$ cat src/rtl/dspi_pkg.sv
package dspi_pkg;

    typedef enum logic [1:0] {
        OP_WRITE  = 2'd0,
        OP_READ   = 2'd1,
        OP_STATUS = 2'd2,
        OP_PIXSEL = 2'd3
    } dspi_op_e;

    typedef enum logic [2:0] {
        ST_IDLE,
        ST_SETUP,
        ST_SHIFT,
        ST_GAP,
        ST_DONE
    } dspi_state_e;

    localparam logic [4:0] START_PREFIX = 5'b01110;
    localparam logic [7:0] PIXMEM_INDEX = 8'h22;

    function automatic logic [7:0] start_byte(input logic id, input logic target, input logic dir);
        return {START_PREFIX, id, target, dir};
    endfunction

endpackage

$ cat src/rtl/dspi_tick_gen.sv
module dspi_tick_gen #(
    parameter int unsigned HALF_DIV = 25
) (
    input  logic clk,
    input  logic rst_n,
    input  logic en,
    output logic tick
);
    localparam int unsigned CW = (HALF_DIV > 1) ? $clog2(HALF_DIV) : 1;

    logic [CW-1:0] cnt_q;

    assign tick = en && (cnt_q == CW'(HALF_DIV - 1));

    always_ff @(posedge clk or negedge rst_n) begin
        if (!rst_n) begin
            cnt_q <= '0;
        end else if (!en || tick) begin
            cnt_q <= '0;
        end else begin
            cnt_q <= cnt_q + 1'b1;
        end
    end
endmodule

$ cat src/rtl/dspi_byte_shifter.sv
module dspi_byte_shifter (
    input  logic       clk,
    input  logic       rst_n,
    input  logic       tick,
    input  logic       load,
    input  logic [7:0] tx_byte,
    input  logic       miso,
    output logic       sclk,
    output logic       mosi,
    output logic       byte_done,
    output logic [7:0] rx_byte
);
    logic [7:0] tx_sr;
    logic [7:0] rx_sr;
    logic [2:0] bit_q;
    logic       active_q;
    logic       sclk_q;

    assign sclk      = sclk_q;
    assign mosi      = tx_sr[7];
    assign rx_byte   = rx_sr;
    assign byte_done = active_q && tick && sclk_q && (bit_q == 3'd7);

    always_ff @(posedge clk or negedge rst_n) begin
        if (!rst_n) begin
            tx_sr    <= '0;
            rx_sr    <= '0;
            bit_q    <= '0;
            active_q <= 1'b0;
            sclk_q   <= 1'b0;
        end else if (load) begin
            tx_sr    <= tx_byte;
            bit_q    <= '0;
            active_q <= 1'b1;
            sclk_q   <= 1'b0;
        end else if (active_q && tick) begin
            if (!sclk_q) begin
                sclk_q <= 1'b1;
                rx_sr  <= {rx_sr[6:0], miso};
            end else begin
                sclk_q <= 1'b0;
                if (bit_q == 3'd7) begin
                    active_q <= 1'b0;
                end else begin
                    bit_q <= bit_q + 1'b1;
                    tx_sr <= {tx_sr[6:0], 1'b0};
                end
            end
        end
    end
endmodule

$ cat src/rtl/dspi_reg_master.sv
module dspi_reg_master
    import dspi_pkg::*;
#(
    parameter int unsigned SYS_CLK_HZ       = 200_000_000,
    parameter int unsigned SCLK_MAX_HZ      = 4_000_000,
    parameter int unsigned GAP_SCLK_PERIODS = 2
) (
    input  logic        clk,
    input  logic        rst_n,
    input  logic        req_valid,
    input  logic [1:0]  req_op,
    input  logic [7:0]  req_index,
    input  logic [15:0] req_wdata,
    input  logic        dev_id,
    input  logic        tx_invert,
    output logic        busy,
    output logic        done,
    output logic [15:0] rdata,
    output logic        sclk,
    output logic        mosi,
    input  logic        miso,
    output logic        cs_n
);
    localparam int unsigned HALF_DIV   = (SYS_CLK_HZ + 2 * SCLK_MAX_HZ - 1) / (2 * SCLK_MAX_HZ);
    localparam int unsigned GAP_HALVES = 2 * GAP_SCLK_PERIODS;
    localparam int unsigned GW         = (GAP_HALVES > 1) ? $clog2(GAP_HALVES) : 1;

    dspi_state_e state_q, state_d;
    dspi_op_e    op_q;
    logic [7:0]  idx_q;
    logic [15:0] wd_q;
    logic        id_q, inv_q;
    logic        frame_q;
    logic [1:0]  byte_q;
    logic [GW-1:0] gap_q;
    logic [15:0] rdata_q;

    logic        tick, load, byte_done;
    logic [7:0]  tx_byte, rx_byte, raw_byte;
    logic [1:0]  sel;
    logic        last_byte, last_frame, gap_end;

    assign last_byte  = (op_q == OP_STATUS) ? (byte_q == 2'd3) : (byte_q == 2'd2);
    assign last_frame = (op_q == OP_WRITE || op_q == OP_READ) ? frame_q : 1'b1;
    assign gap_end    = tick && (gap_q == GW'(GAP_HALVES - 1));
    assign load       = ((state_q == ST_SETUP) && tick)
                     || ((state_q == ST_SHIFT) && byte_done && !last_byte);

    dspi_tick_gen #(.HALF_DIV(HALF_DIV)) i_tick (
        .clk  (clk),
        .rst_n(rst_n),
        .en   (state_q != ST_IDLE),
        .tick (tick)
    );

    dspi_byte_shifter i_shift (
        .clk      (clk),
        .rst_n    (rst_n),
        .tick     (tick),
        .load     (load),
        .tx_byte  (tx_byte),
        .miso     (miso),
        .sclk     (sclk),
        .mosi     (mosi),
        .byte_done(byte_done),
        .rx_byte  (rx_byte)
    );

    // byte to load: first byte of a frame from ST_SETUP, otherwise the following one
    always_comb begin
        sel = (state_q == ST_SETUP) ? 2'd0 : byte_q + 2'd1;
        if (sel == 2'd0) begin
            raw_byte = start_byte(id_q, frame_q,
                                  (op_q == OP_STATUS) || ((op_q == OP_READ) && frame_q));
        end else if (!frame_q) begin
            if (sel == 2'd2 && op_q == OP_PIXSEL)      raw_byte = PIXMEM_INDEX;
            else if (sel == 2'd2 && op_q != OP_STATUS) raw_byte = idx_q;
            else                                       raw_byte = 8'h00;
        end else if (op_q == OP_WRITE) begin
            raw_byte = (sel == 2'd1) ? wd_q[15:8] : wd_q[7:0];
        end else begin
            raw_byte = 8'h00;
        end
        tx_byte = raw_byte ^ {8{inv_q && (op_q != OP_PIXSEL)}};
    end

    always_comb begin
        state_d = state_q;
        unique case (state_q)
            ST_IDLE:  if (req_valid) state_d = ST_SETUP;
            ST_SETUP: if (tick) state_d = ST_SHIFT;
            ST_SHIFT: if (byte_done && last_byte) state_d = ST_GAP;
            ST_GAP:   if (gap_end) state_d = last_frame ? ST_DONE : ST_SETUP;
            ST_DONE:  state_d = ST_IDLE;
            default:  state_d = ST_IDLE;
        endcase
    end

    always_ff @(posedge clk or negedge rst_n) begin
        if (!rst_n) state_q <= ST_IDLE;
        else        state_q <= state_d;
    end

    always_comb begin
        cs_n = 1'b1;
        busy = 1'b1;
        done = 1'b0;
        unique case (state_q)
            ST_IDLE:  busy = 1'b0;
            ST_SETUP: cs_n = 1'b0;
            ST_SHIFT: cs_n = 1'b0;
            ST_GAP:   cs_n = 1'b1;
            ST_DONE:  done = 1'b1;
            default:  busy = 1'b0;
        endcase
    end

    always_ff @(posedge clk or negedge rst_n) begin
        if (!rst_n) begin
            op_q    <= OP_WRITE;
            idx_q   <= '0;
            wd_q    <= '0;
            id_q    <= 1'b0;
            inv_q   <= 1'b0;
            frame_q <= 1'b0;
            byte_q  <= '0;
            gap_q   <= '0;
            rdata_q <= '0;
        end else begin
            if (state_q == ST_IDLE && req_valid) begin
                op_q    <= dspi_op_e'(req_op);
                idx_q   <= req_index;
                wd_q    <= req_wdata;
                id_q    <= dev_id;
                inv_q   <= tx_invert;
                frame_q <= 1'b0;
                byte_q  <= '0;
                gap_q   <= '0;
            end
            if (state_q == ST_SHIFT && byte_done) begin
                if (op_q == OP_READ && frame_q && byte_q == 2'd1)   rdata_q[15:8] <= rx_byte;
                if (op_q == OP_READ && frame_q && byte_q == 2'd2)   rdata_q[7:0]  <= rx_byte;
                if (op_q == OP_STATUS && byte_q == 2'd2)            rdata_q[15:8] <= rx_byte;
                if (op_q == OP_STATUS && byte_q == 2'd3)            rdata_q[7:0]  <= rx_byte;
                byte_q <= last_byte ? 2'd0 : byte_q + 2'd1;
            end
            if (state_q == ST_GAP && tick) begin
                if (gap_end) begin
                    gap_q   <= '0;
                    frame_q <= 1'b1;
                end else begin
                    gap_q <= gap_q + 1'b1;
                end
            end
        end
    end

    assign rdata = rdata_q;
endmodule

$ cat config.mk
export PLATFORM = sky130hd
export DESIGN_NAME = dspi_reg_master
export DESIGN_NICKNAME = d
export VERILOG_FILES = /design/src/rtl/dspi_pkg.sv /design/src/rtl/dspi_tick_gen.sv /design/src/rtl/dspi_byte_shifter.sv /design/src/rtl/dspi_reg_master.sv
export SDC_FILE = /design/constraint.sdc
export NUM_CORES = 1
export LEC_CHECK = 0
export ABC_AREA = 1
export BUFFER_PORTS_ARGS = -buffer_cell sky130_fd_sc_hd__buf_2
export CAP_MARGIN = 20
export CORE_MARGIN = 2
export CORE_UTILIZATION = 40
export CTS_CLUSTER_SIZE = 8
export DETAILED_ROUTE_END_ITERATION = 6
export PLACE_DENSITY = 0.61
export SLEW_MARGIN = 5
export SYNTH_ARGS = -nofsm -noshare
export SYNTH_HDL_FRONTEND = slang
export SYNTH_SLANG_ARGS = --single-unit
$ cat constraint.sdc
create_clock -name clk -period 2 [get_ports clk]
set_input_delay 0.4 -clock clk [delete_from_list [all_inputs] [get_ports clk]]
set_output_delay 0.4 -clock clk [all_outputs]
set_load 0.02 [all_outputs]
==> results of run 1 <==
[logic make-up (layout without fill, tap and decap cells)]
kind of cell / Yosys count / after routing / synth area share
compound gates: 66 / 66 / 0.1054
xor+xnor: 3 / 3 / 0.006833
fa+ha+maj: 8 / 8 / 0.02603
buf+inv: 70 / 149 / 0.07970
flops: 78 / 78 / 0.5075
simple gates: 244 / 246 / 0.2746
[flip-flops by register name, summed over array words and instances (netlist names)]
signal,flops
byte_q,2
frame_q,1
gap_q,2
i_shift.active_q,1
i_shift.bit_q,3
i_shift.rx_byte,8
i_shift.sclk,1
i_shift.tx_sr,8
i_tick.cnt_q,5
id_q,1
idx_q,8
inv_q,1
op_q,2
rdata,16
state_q,3
wd_q,16
[metrics by stage]
stage	area (µm²)	util	power [mW]
after floorplan	3846	-	3.188
after global placement	4280	0.4611	3.634
after detailed placement	4280	0.4611	3.680
after CTS	4489	0.4836	4.915
after global routing	4781	0.5150	5.442
final	4781	0.5150	5.037
[synth_stat cells]
cell	count	area, µm²
o22ai_1	3	18.77
buf_8	1	15.01
buf_2	5	25.02
ha_1	8	100.1
inv_1	53	198.9
xnor2_1	2	17.52
nor3_1	3	15.01
nor2_1	21	78.83
nand2_2	7	43.79
nor2_4	3	33.78
o21a_1	1	7.510
nand2_1	165	619.3
buf_4	1	7.510
nor2_2	2	12.51
nand3_1	31	155.2
dfrtp_1	78	1952
o21ai_0	26	130.1
clkbuf_1	3	11.26
nand2_4	3	33.78
inv_2	4	15.01
nand4_1	7	43.79
xor2_1	1	8.760
nand3_2	2	20.02
o21ai_2	17	148.9
o21ai_1	8	40.04
buf_6	3	33.78
a21oi_1	9	45.04
o211ai_1	2	15.01
[cells in the final DEF, fill, tap and decap left out, types with 3 or more instances in the layout]
cell type,instances
a21oi_1,8
buf_2,51
buf_4,21
clkbuf_8,9
dfrtp_1,77
ha_1,7
inv_1,50
inv_2,6
inv_6,4
nand2_1,156
nand2_2,10
nand2_4,7
nand2_8,4
nand3_1,28
nand3_2,3
nand4_1,7
nor2_1,17
nor2_2,5
nor2_4,4
o21ai_0,24
o21ai_1,10
o21ai_2,17
o22ai_1,3
[path summary, 6_finish.rpt]
path | startpoint | endpoint | slack, ps | cells past startpoint
hold reg to reg | i_shift.rx_byte[0] | i_shift.rx_byte[0] | 480 | 2
min in group clk | req_index[4] | idx_q[4] | 230 | 3
hold / removal | rst_n | i_tick.cnt_q[3] | -1 | 1
setup / recovery | i_tick.cnt_q[1] | rdata[2] | 40 | 12
max in group asynchronous | rst_n | state_q[2] | 1400 | 2
setup reg to reg | i_tick.cnt_q[1] | rdata[2] | 40 | 12
[routing by layer]
metal	vias up	part of all wire	track usage
li1	1635	-	-
met1	1491	0.45	0.2186
met2	60	0.50	0.2991
met3	7	0.034	0.04104
met4	0	0.0096	0.06564
met5	-	0	0
[power groups by stage]
stage          Combinational [mW]  Clock [mW]  Sequential, mW
2_1_floorplan                1.13           0            2.06
3_3_place_gp                 1.54           0            2.10
3_5_place_dp                 1.57           0            2.11
4_1_cts                      1.59        1.25            2.08
5_1_grt                      1.99        1.33            2.12
6_report                     1.74        1.22            2.08
[repair_timing]
item / CTS / global route
setup buffers: 0 / 12
endpoints found under the hold margin: 0 / 0
resized for setup: 2 / 43
cloned: 0 / 2
pin swaps: 0 / 14
endpoints found under the setup margin: 1 / 38
[area by class of cell]
class	instances	area [µm²]	area share
clock buffers	9	123.9	0.02591
clock inverters	7	80.08	0.01675
flip-flops and latches	78	1953	0.4085
inverters	57	219.0	0.04580
multi-input cells	323	1764	0.3690
well taps	129	161.4	0.03376
repair buffers	76	479.2	0.1002
==> flow_summary_export.csv, run 1 <==
group,metric,value,unit
worst_setup_path,worstPathArrival,2210,ps
timing,drv_slew,0,
detailed_routing,drc,0,
detailed_routing,drt-pass1-iter-count,6,
logic_synthesis,synthCells,469,
place,post-place-ws,46.13,ps
timing,finalSetupViolCount,0,
final_layout,nNetsFinal,585,
place,hpwl,5916,µm
logic_synthesis,syn_avg_cell_area,8.201,µm²
logic_synthesis,ys_types,28,
final_layout,nFillCells,905,
clocking,clockRootBuffer,"clkbuf_8",
timing,setup_slack,38.69,ps
detailed_routing,routed_via_density,4.703,
place,gp_congestion,0.8092,
pwr,vdd_drop_max,505.2,µV
worst_setup_path,crit_path_frequent_cell,"nor2_4",
pwr,cellPowerDensity,1054,nW/µm²
flow_run,maxCapViolCount,0,
floorplan,dieHeight,102.1,µm
worst_setup_path,crit_type,"reg -> reg",
pwr,clkPwrFrac,0.242,
timing,period_needed,1961,ps
logic_synthesis,syn_area,3846,µm²
worst_setup_path,crit_slowest_cell,"dfrtp_1",
floorplan,fp-row-count,35,
place,numPortBuffers,52,
timing,finClkSkew,13.44,ps
timing,fin_hold_ws,-1.209,ps
place,placedCellCount,649,
timing,maxSlewHeadroom,0.3238,
timing,fin_tns_setup,0,ps
pwr,p_sw,1.920,mW
clocking,clock_latency,360,ps
detailed_routing,drt_wl_total,8534,µm
pwr,p_sw_frac,0.3813,
worst_setup_path,worstPathRequired,2250,ps
hold_path,hold_path_class,"in -> async",
final_layout,diodes,0,
pwr,p_comb_frac,0.346,
worst_setup_path,cp_slowest_stage_delay,400,ps
floorplan,die-width,102.1,µm
worst_setup_path,crit_fanout,8,
detailed_routing,drtIter0Drc,85,
status,status,"finished, violations left",
logic_synthesis,synth_fp_nets,509,
pwr,internal_power,3.116,mW
global_route,grt_max_degree,49,
final_layout,drive_above_1_share,0.2818,
global_route,grt.overflow.total,0,
logic_synthesis,yosysWarnings,0,
timing,rsz0062_at_grt,"yes",
timing,max_freq,509.9,MHz
detailed_routing,routedWlPerCell,12.57,µm
logic_synthesis,synth-seq-cells,78,
floorplan,io_pins,53,
timing,min_period_over_period,0.9807,
worst_setup_path,setup.worst_path.start_class,"register",
clocking,cts_inserted_buffers,9,
detailed_routing,ant_nets,0,
floorplan,die_area,10420,µm²
pwr,power_frac_seq,0.413,
global_route,grt_pass1_wl,14230,µm
clocking,htree_num_levels,3,
timing,hold_viol,3,
worst_setup_path,crit_family,"simple AND/OR/NAND/NOR gates",
floorplan,initial_core_util,0.4143,
clocking,cts_tree,"built",
floorplan,core_area,9284,µm²
final_layout,instances_no_fill,679,
global_route,grt_pass1_vias,3152,
detailed_routing,vias,3193,
worst_setup_path,path_buf_inv,3,
timing,worst_pin_slew,1014,ps
clocking,path_clk_slew,80,ps
pwr,p_leak,2.422,nW
clocking,postCtsHoldBufs,0,
global_route,antenna_found_initial,0,
clocking,clock-sinks,78,
worst_setup_path,crit_chain,"inv_2 -> ha_4 -> nand4_1 -> nor2_4 -> nand3_4 -> nor2_4 -> inv_2 -> nor2_4 -> buf_4 -> nand2_8 -> nand2_2 -> o21ai_2",
final_layout,area_growth,24.30,%
status,violations,"negative hold slack",
clocking,clock_path_buffers,2,
logic_synthesis,synth_sequential_area_ratio,0.5075,
global_route,grtUsageTotal,0.1759,
worst_setup_path,crit_path_end_kind,"register",
No activity file was read; power rests on OpenSTA's default activity.
==> run 2, diff against run 1 <==
ABC_AREA = unset   (was 1)
==> run 2 against run 1 <==
Compared with the run above:
- the run now ends clean
- synthesized area grew 0.33%
- hold slack better by 240 ps
- sequential power increased by 18%
- global-route usage decreased by 1.7 points
- largest cell class unchanged
- register-to-register slack improved by 50 ps
- combinational power rose by 12%
- fmax up 2.7%
- critical endpoint is now i_shift.tx_sr[4]
==> flow_summary_export.csv, run 2 <==
group,metric,value,unit
worst_setup_path,crit_type,"reg -> reg",
timing,min_period_over_period,0.9552,
logic_synthesis,synth_top_area_cell,"dfrtp_1",
clocking,clock_latency,350,ps
floorplan,die-width,102.2,µm
place,numPortBuffers,52,
final_layout,nNetsFinal,488,
detailed_routing,drt_wl_total,7773,µm
logic_synthesis,synth_top_area_frac,0.5058,
worst_setup_path,crit_slowest_cell,"dfrtp_1",
timing,finalSetupViolCount,0,
timing,worst_pin_slew,487.5,ps
global_route,grt.overflow.total,0,
logic_synthesis,synth-seq-cells,78,
timing,maxSlewHeadroom,0.6716,
place,placedCellCount,565,
floorplan,die_area,10450,µm²
detailed_routing,drc,0,
clocking,clockRootBuffer,"clkbuf_8",
logic_synthesis,syn_avg_cell_area,9.971,µm²
global_route,grt_pass1_vias,2698,
place,hpwl,5620,µm
logic_synthesis,synth_commonest_cells,"108 x nand2_1, 78 x dfrtp_1, 31 x mux2_2, 16 x nor2_1",
global_route,grt_max_degree,34,
logic_synthesis,ys_types,53,
logic_synthesis,synth_sequential_area_ratio,0.5058,
worst_setup_path,crit_fanout,11,
clocking,htree_num_levels,3,
timing,finClkSkew,11.34,ps
detailed_routing,drtIter0Drc,91,
logic_synthesis,synthCells,387,
logic_synthesis,syn_area,3859,µm²
flow_run,maxCapViolCount,0,
status,status,"complete, no violations",
pwr,power,5.851,mW
final_layout,diodes,0,
logic_synthesis,synthFlopType,"dfrtp_1",
timing,hold_viol,0,
clocking,cts_tree,"built",
floorplan,core_area,9284,µm²
global_route,grtUsageTotal,0.1589,
worst_setup_path,cp_slowest_stage_delay,390,ps
detailed_routing,routedWlPerCell,13.36,µm
floorplan,initial_core_util,0.4156,
detailed_routing,ant_nets,0,
clocking,cts_inserted_buffers,9,
final_layout,final_common_cell,"nand2_1",
pwr,p_leak,2.341,nW
timing,max_freq,523.4,MHz
timing,fin_tns_setup,0,ps
worst_setup_path,worstPathArrival,2140,ps
logic_synthesis,synth_most_common_cell,"nand2_1",
clocking,clock-sinks,78,
logic_synthesis,synth-edff-count,0,
worst_setup_path,worstPathRequired,2230,ps
detailed_routing,routed_via_density,4.840,
logic_synthesis,synthTopCellsByArea,"dfrtp_1 51%, nand2_1 11%, mux2_2 9.0%, ha_1 2.6%, xnor2_1 2.0%",
floorplan,io_pins,53,
final_layout,layout_common_cells,"108 x nand2_1, 78 x dfrtp_1, 51 x buf_2",
detailed_routing,drt-pass1-iter-count,4,
clocking,clock_path_buffers,2,
timing,drv_slew,0,
logic_synthesis,yosysWarnings,0,
hold_path,hold_path_class,"in -> reg",
detailed_routing,vias,2817,
floorplan,dieHeight,102.2,µm
worst_setup_path,crit_chain,"inv_1 -> ha_1 -> and4b_2 -> nand4_1 -> buf_4 -> mux2_2 -> nand2_1 -> o21ai_0",
global_route,antenna_found_initial,0,
timing,rsz0062_at_grt,"yes",
global_route,grt_pass1_wl,12970,µm
logic_synthesis,async_flop_share,1.000,
floorplan,fp-row-count,35,
worst_setup_path,crit_path_end_kind,"register",
final_layout,drive_above_1_share,0.2892,
worst_setup_path,setup.worst_path.start_class,"register",
pwr,vdd_drop_max,596.0,µV
logic_synthesis,synth_fp_nets,427,
final_layout,area_growth,19.29,%
clocking,postCtsSetupBuffers,0,
clocking,path_clk_slew,90,ps
hold_path,hold_depth,3,
timing,fin_hold_ws,235.3,ps
pwr,cellPowerDensity,1271,nW/µm²
worst_setup_path,r2r_cells,8,
timing,period_needed,1910,ps
final_layout,instances_no_fill,582,
place,gp_congestion,0.7937,
## run 2: cell types whose count changed after synthesis, moves of 6 or more
| cell | before | now |
|---|---|---|
| inv_1 | 53 | 5 |
| mux2_2 | 0 | 31 |
| nand2_1 | 165 | 108 |
| nand2_2 | 7 | 0 |
| nand3_1 | 31 | 7 |
| nor2b_1 | 0 | 8 |
| o21ai_0 | 26 | 13 |
| o21ai_1 | 8 | 2 |
| o21ai_2 | 17 | 0 |
| xnor2_1 | 2 | 9 |
## run 2: report_power, final
group	internal (mW)	leakage, nW	switching (mW)	total (mW)
sequential	2.04	1.02	0.426	2.46
combinational	0.919	1.20	1.03	1.95
clock	0.835	0.124	0.602	1.44
total	3.79	2.34	2.06	5.85
## run 2: kinds of logic after synthesis
kind of cell | Yosys count | synth area share
fa+ha+maj | 8 | 0.02594
buf+inv | 27 | 0.03567
xor+xnor | 12 | 0.02724
flops | 78 | 0.5058
compound gates | 53 | 0.09339
mux | 36 | 0.1038
simple gates | 173 | 0.2082
## run 2: area by class of cell
type / count / area [µm²]
repair buffers: 72 / 427.9
flip-flops and latches: 78 / 1952
clock buffers: 9 / 123.9
clock inverters: 7 / 121.4
inverters: 5 / 18.77
well taps: 129 / 161.4
fillers: 911 / 4681
multi-input cells: 282 / 1798
## run 2: path summary, 6_finish.rpt
path / slack, ps / to / start
worst max-delay path: 90 / i_shift.tx_sr[4] / i_tick.cnt_q[0]
worst min-delay path: 240 / wd_q[9] / req_wdata[9]
worst max register to register: 90 / i_shift.tx_sr[4] / i_tick.cnt_q[0]
worst min register to register: 470 / wd_q[9] / wd_q[9]
min in group asynchronous: 500 / i_tick.cnt_q[4] / rst_n
max in group asynchronous: 910 / idx_q[4] / rst_n
## run 2: critical path, delay by kind of cell, from the launching register on
family	cells	cell delay [ps]
and+or+nand+nor	3	470
DFF	1	390
muxes	1	350
buffers and inverters	2	260
adders and majority gates	1	230
AOI/OAI and AO/OA	1	70
## run 2: what timing repair did
action / CTS / global route
endpoints found under the setup margin: 0 / 15
hold buffers: 1 / 0
gates resized for setup: 0 / 8
hold endpoints to repair: 26 / 0
## run 2: metal layers
| metal | share of wire | track usage | wire [µm] | vias up |
|---|---|---|---|---|
| met3 | 0.041 | 0.03762 | 321 | 9 |
| met4 | 0.011 | 0.05436 | 87 | 0 |
| li1 | - | - | - | 1439 |
| met5 | 0 | 0 | 0 | - |
| met1 | 0.49 | 0.2257 | 3819 | 1312 |
| met2 | 0.46 | 0.2399 | 3544 | 57 |
## run 2: per-stage QoR
| step | instance area, µm² | setup slack [ps] | util |
|---|---|---|---|
| floorplan | 3859 | 12.89 | - |
| global placement | 4319 | 90.17 | 0.4652 |
| detailed placement | 4319 | 29.14 | 0.4652 |
| CTS | 4574 | 10.64 | 0.4927 |
| global route | 4603 | -5.437 | 0.4958 |
| finish | 4603 | 89.53 | 0.4958 |
